===== config.mk =====
export PLATFORM = sky130hd
export DESIGN_NAME = hsync_pixel_counter
export DESIGN_NICKNAME = d
export VERILOG_FILES = /design/src/rtl/pxc_pkg.sv /design/src/rtl/pxc_sync_edge.sv /design/src/rtl/pxc_delay_line.sv /design/src/rtl/pxc_pix_counter.sv /design/src/rtl/pxc_order_check.sv /design/src/rtl/hsync_pixel_counter.sv
export SDC_FILE = /design/constraint.sdc
export NUM_CORES = 1
export LEC_CHECK = 0
export ABC_AREA = 1
export BUFFER_PORTS_ARGS = -buffer_cell sky130_fd_sc_hd__buf_2
export CORE_MARGIN = 5
export CORE_UTILIZATION = 35
export DETAILED_ROUTE_END_ITERATION = 8
export SYNTH_ARGS = -nofsm -noshare
export SYNTH_HDL_FRONTEND = slang
export SYNTH_SLANG_ARGS = --single-unit

===== constraint.sdc =====
create_clock -name clk -period 1.5 [get_ports clk]
set_input_delay 0.225 -clock clk [delete_from_list [all_inputs] [get_ports clk]]
set_output_delay 0.225 -clock clk [all_outputs]
set_load 0.02 [all_outputs]

===== src/rtl/pxc_pkg.sv =====
package pxc_pkg;

    // Number of capture registers between the pin and the internal sampling point
    localparam int unsigned SYNC_DEPTH = 2;
    // Shorter of the two clear latencies, counted in rising edges from edge 1
    localparam int unsigned BASE_LAT   = 13;

    typedef enum logic {
        LAT_SHORT = 1'b0,
        LAT_LONG  = 1'b1
    } lat_sel_e;

    // Edge events produced by one synchronizer
    typedef struct packed {
        logic fall_early;   // fall seen at the first capture register
        logic fall_int;     // fall seen at the internal sampling point
    } edge_ev_t;

    // Delay taps needed so that both latency choices are available
    function automatic int unsigned delay_len(input int unsigned lat, input int unsigned depth);
        return lat - depth;
    endfunction

endpackage


===== src/rtl/pxc_sync_edge.sv =====
module pxc_sync_edge
    import pxc_pkg::*;
#(
    parameter int unsigned DEPTH = 2
) (
    input  logic     clk,
    input  logic     rst,
    input  logic     din,
    output edge_ev_t ev
);

    // sh[0] is the pin capture, sh[DEPTH-1] the internal sample, sh[DEPTH] its history
    logic [DEPTH:0] sh;

    always_ff @(posedge clk) begin
        if (rst) begin
            sh <= '1;
        end else begin
            sh <= {sh[DEPTH-1:0], din};
        end
    end

    always_comb begin
        ev.fall_early = sh[1] & ~sh[0];
        ev.fall_int   = sh[DEPTH] & ~sh[DEPTH-1];
    end

    // a fall taken at the pin reaches the internal sampling point DEPTH-1 edges later
    p_capture_chain_r1: assert property (@(posedge clk) disable iff (rst)
        ev.fall_early |-> ##(DEPTH-1) ev.fall_int);

endmodule


===== src/rtl/pxc_delay_line.sv =====
module pxc_delay_line #(
    parameter int unsigned LEN = 11
) (
    input  logic           clk,
    input  logic           rst,
    input  logic           din,
    output logic [LEN-1:0] taps
);

    always_ff @(posedge clk) begin
        if (rst) begin
            taps <= '0;
        end else begin
            taps <= {taps[LEN-2:0], din};
        end
    end

    // every event advances one tap per edge without loss
    genvar gi;
    generate
        for (gi = 0; gi < LEN - 1; gi++) begin : g_chk
            p_tap_advance_r2: assert property (@(posedge clk) disable iff (rst)
                taps[gi] |=> taps[gi+1]);
        end
    endgenerate

endmodule


===== src/rtl/pxc_pix_counter.sv =====
module pxc_pix_counter #(
    parameter int unsigned CNT_W = 12
) (
    input  logic             clk,
    input  logic             rst,
    input  logic             clr,
    output logic [CNT_W-1:0] cnt,
    output logic             strobe
);

    localparam logic [CNT_W-1:0] CNT_MAX = '1;

    always_ff @(posedge clk) begin
        if (rst) begin
            cnt    <= '0;
            strobe <= 1'b0;
        end else begin
            strobe <= clr;
            if (clr) begin
                cnt <= '0;
            end else if (cnt != CNT_MAX) begin
                cnt <= cnt + 1'b1;
            end
        end
    end

    // steady increment between clears
    p_step_r4: assert property (@(posedge clk) disable iff (rst)
        (!clr && cnt != CNT_MAX) |=> cnt == $past(cnt) + 1'b1);
    // saturation holds
    p_no_overflow_r5: assert property (@(posedge clk) disable iff (rst)
        (!clr && cnt == CNT_MAX) |=> cnt == CNT_MAX);
    // strobe always coincides with a zero count
    p_strobe_zero_r2: assert property (@(posedge clk) disable iff (rst)
        strobe |-> cnt == '0);

endmodule


===== src/rtl/pxc_order_check.sv =====
module pxc_order_check (
    input  logic clk,
    input  logic rst,
    input  logic hd_fall,
    input  logic vd_fall,
    input  logic err_clr,
    output logic err
);

    logic hd_fall_d;
    logic violation;

    assign violation = hd_fall_d & vd_fall;

    always_ff @(posedge clk) begin
        if (rst) begin
            hd_fall_d <= 1'b0;
            err       <= 1'b0;
        end else begin
            hd_fall_d <= hd_fall;
            if (violation) begin
                err <= 1'b1;
            end else if (err_clr) begin
                err <= 1'b0;
            end
        end
    end

    // the flag is sticky while no clear is requested
    p_sticky_r7: assert property (@(posedge clk) disable iff (rst)
        (err && !err_clr) |=> err);
    // a set always wins over a clear
    p_set_wins_r8: assert property (@(posedge clk) disable iff (rst)
        violation |=> err);
    // same-cycle falls never count as a violation
    p_same_cycle_ok_r6: assert property (@(posedge clk) disable iff (rst)
        (!err && !hd_fall_d && !err_clr) |=> !err);

endmodule


===== src/rtl/hsync_pixel_counter.sv =====
module hsync_pixel_counter
    import pxc_pkg::*;
#(
    parameter int unsigned CNT_W = 12
) (
    input  logic             clk,
    input  logic             rst,
    input  logic             hd_in,
    input  logic             vd_in,
    input  logic             lat_sel,
    input  logic             err_clr,
    output logic [CNT_W-1:0] pix_cnt,
    output logic             cnt_clr_pulse,
    output logic             order_err
);

    localparam int unsigned DLY_LEN = delay_len(BASE_LAT, SYNC_DEPTH);

    edge_ev_t               hd_ev;
    edge_ev_t               vd_ev;
    logic [DLY_LEN-1:0]     taps;
    logic                   clr_now;
    lat_sel_e               lat_mode;

    pxc_sync_edge #(.DEPTH(SYNC_DEPTH)) u_hd_sync (
        .clk (clk),
        .rst (rst),
        .din (hd_in),
        .ev  (hd_ev)
    );

    pxc_sync_edge #(.DEPTH(SYNC_DEPTH)) u_vd_sync (
        .clk (clk),
        .rst (rst),
        .din (vd_in),
        .ev  (vd_ev)
    );

    pxc_delay_line #(.LEN(DLY_LEN)) u_delay (
        .clk  (clk),
        .rst  (rst),
        .din  (hd_ev.fall_int),
        .taps (taps)
    );

    assign lat_mode = lat_sel_e'(lat_sel);

    always_comb begin
        case (lat_mode)
            LAT_LONG: clr_now = taps[DLY_LEN-1];
            default:  clr_now = taps[DLY_LEN-2];
        endcase
    end

    pxc_pix_counter #(.CNT_W(CNT_W)) u_cnt (
        .clk    (clk),
        .rst    (rst),
        .clr    (clr_now),
        .cnt    (pix_cnt),
        .strobe (cnt_clr_pulse)
    );

    pxc_order_check u_order (
        .clk     (clk),
        .rst     (rst),
        .hd_fall (hd_ev.fall_early),
        .vd_fall (vd_ev.fall_early),
        .err_clr (err_clr),
        .err     (order_err)
    );

    // a single fall never yields back-to-back strobes
    p_single_strobe_r10: assert property (@(posedge clk) disable iff (rst)
        cnt_clr_pulse |=> !cnt_clr_pulse);

endmodule


==> impl_results.md <==
* Outcome: finished clean
* Sw Share at 24.0%
* Cell count after placement at 217
* Top-area cell type share of the netlist area at 51.3%
* Core area at 0.00334 mm2
* Post-CTS Hold Buffers at 0
* Met3 Use GR at 6.81%
* DR DRC count at 0
* Async SR Flop Fraction at 0%
* Reg2reg path depth at 7
* Setup TNS at 0 ns
* Nets@finish at 185
* Clk pwr share at 33.3%
* Max_cap viols at 0
* Area delta synth->final at 18.2%
* Clock Tree Root: clkbuf_4
* Post-cts sizing count at 0
* Avg WL per Cell at 9.38 um
* Critical path's slowest cell: dfxtp_1
* Slew @ Worst Pin at 0.227 ns
* CP Capture Type: flop
* Violation count after the first detailed-route iteration at 41
* M1 GR Usage at 11.3%
* CTS tree: yes
* EDFF count, synth at 0
* Number of placement rows at 21
* Worst hold path class: in2reg
* Initial Util at 36.2%
* Input/output buffers at 19
* Peak supply drop at 0.502 mV
* Most frequent cells in the layout: nand2_1 (31), dfxtp_1 (31), inv_1 (23), nor2_1 (19), buf_2 (19)
* CP startpoint: u_cnt.cnt[1]$_SDFFE_PP0P_
* Inserted Clock Buffers at 5
* CP Capture Point: u_cnt.cnt[11]$_SDFFE_PP0P_
* GR Util met2 at 17.8%
* Synth warnings at 0
* Final worst-path cycle share at 88.6%
* CTS clock-pin slew for the worst setup and hold paths at 0.10 ns
* Remaining Overflow, GRT at 0
* Initial antenna violation count at 0
* Synth unique cells at 26
* LEAKAGE at 0.626 nW
* CP cell instances: ha_1 > nand3_2 > nor2_4 > nand3_2 > nand3_1 > nand2_1 > inv_1
* Seq/Total Area, Yosys at 51.3%
* First-pass GRT wire length at 3.72 mm
* CP Launch Type: flop
* Placed cell area at 0.00138 mm2
* Die Wd at 68.8 um
* Cell Count, Final, Fillers Out at 225
* Final count of hold timing violations at 0
* Final Cell Area at 0.00143 mm2
* Max Fclk at 0.752 GHz
* Number of clock sinks at 31
* Final HPWL DP at 1.58 mm
* Comb pwr share at 5.2%
* Layout cells sized above 1 at 25.1%
* Slew HR at 84.9%
* Syn Std Cell Area at 0.00121 mm2
* Setup slack, reg-to-reg at 0.17 ns
* Critical Path Most Common Cell: nand3_2
* Via count at 995
* Gpl congestion at 0.935
* Worst r2r src: u_cnt.cnt[1]$_SDFFE_PP0P_
* Hold depth at 2
* DR vias/cell at 4.42
* Crit path kind: reg2reg
* Leading area contributor after synthesis: dfxtp_1
* #FFs+latches synth at 31
* Vias in the first global route at 932
* Flop pwr share at 61.5%
* CP peak stage delay at 0.40 ns
* Ant. Diodes at 0
* Top Ports at 20
* Fin. max-slew vios at 0
* Final setup vio count at 0
* Largest driver fanout on the critical path at 5
* P_int at 1.05 mW
* RR Endpoint: u_cnt.cnt[11]$_SDFFE_PP0P_
* Die H at 68.8 um
* RSZ-0062 raised after global routing: false
* Top FF cell, synth: dfxtp_1
* Busiest layer in global routing: met2
* Final core occ at 42.8%
* Period minus WS final at 1.33 ns
* Clock Path Buffers at 2
* Postcts setup bufs at 0
* Die area at 0.00473 mm2
* WL final at 2.11 mm
* Clk_skew at 0.0109 ns
* Total power at 1.38 mW
* Clk Latency, worst-skew pair at 0.33 ns
* Switching power at 332 uW
* GRT Total Usage at 11.1%
* Largest net degree at the start of global routing at 18
* Post-Syn Nets at 158
* PD cells at 966 mW/mm2
* Final ANT Viol Nets at 0
* H-tree depth at 2
* Syn_area_per_cell at 8.00 um2
* DRT Pass-1 Iters at 4
* CP Data Required Time at 1.77 ns
* Area contributors post-synth: dfxtp_1 (51%), nand2_1 (9.6%), inv_1 (7.1%)
* Crit path DAT at 1.60 ns
* Synth Instances at 151
==> through the flow <==
stage	setup slack [ns]	hold WS (ns)
2_1_floorplan	0.137	0.329
3_3_place_gp	0.267	0.398
3_5_place_dp	0.227	0.395
4_1_cts	0.177	0.0602
5_1_grt	0.0552	0.0372
6_report	0.171	0.0779
==> cell type report <==
class	count	area, um2
Sequential cell	31	621
Inverter	25	93.8
Timing Repair Buffer	22	118
Clock inverter	2	12.5
Fill cell	350	1910
Multi-Input combinational cell	93	485
Tap cell	46	57.6
Clock buffer	6	41.3
==> worst min-delay path by stage <==
stage                                            end                       start
after floorplan           u_hd_sync.sh[0]$_SDFF_PP1_                       hd_in
after global placement    u_delay.taps[7]$_SDFF_PP0_  u_delay.taps[6]$_SDFF_PP0_
after detailed placement  u_delay.taps[9]$_SDFF_PP0_  u_delay.taps[8]$_SDFF_PP0_
after CTS                 u_vd_sync.sh[0]$_SDFF_PP1_                       vd_in
after global routing      u_vd_sync.sh[0]$_SDFF_PP1_                       vd_in
final                     u_vd_sync.sh[0]$_SDFF_PP1_                       vd_in
==> sequential cells by signal (all words and copies together) (netlist names) <==
register           cells
u_cnt.cnt             12
u_delay.taps          11
u_hd_sync.sh           3
u_vd_sync.sh           2
u_cnt.strobe           1
u_order.err            1
u_order.hd_fall_d      1
==> metal layers <==
metal,routed length [um],part of all wire [%],vias up
li1,-,-,518
met1,901,43,450
met2,1010,48,25
met3,177,8.4,2
met4,20,0.95,0
met5,0,0,-
==> cell usage after synthesis, types with 3 or more instances <==
cell     count
nand3_1      7
inv_1       23
a21oi_1      4
nor2_1      19
dfxtp_1     31
nand2_1     31
nor2_2       3
nand3_2      4
==> power by group through the flow <==
stage	clock network [mW]	logic, mW	registers (mW)
floorplan	0	0.0351	0.877
global placement	0	0.0715	0.867
detailed placement	0	0.0729	0.868
CTS	0.485	0.0732	0.849
global route	0.533	0.0809	0.852
finish	0.460	0.0718	0.849
==> kinds of logic after synthesis <==
logic type	after synthesis	share of synthesized area [%]
AND/OR/NAND/NOR	78	31.6
flip-flops	31	51.3
buffers and inverters	27	8.49
AO/OA/AOI/OAI	12	6.11
XOR/XNOR	2	1.45
adder cells (fa/ha/maj)	1	1.04
==> worst max-delay path, delay by kind of cell, from the launching register on <==
kind          cells  cell delay (ns)
fa+ha+maj         1             0.24
buf+inv           1             0.04
flops             1             0.40
simple gates      5             0.58
Power figures use the tool's default switching activity.
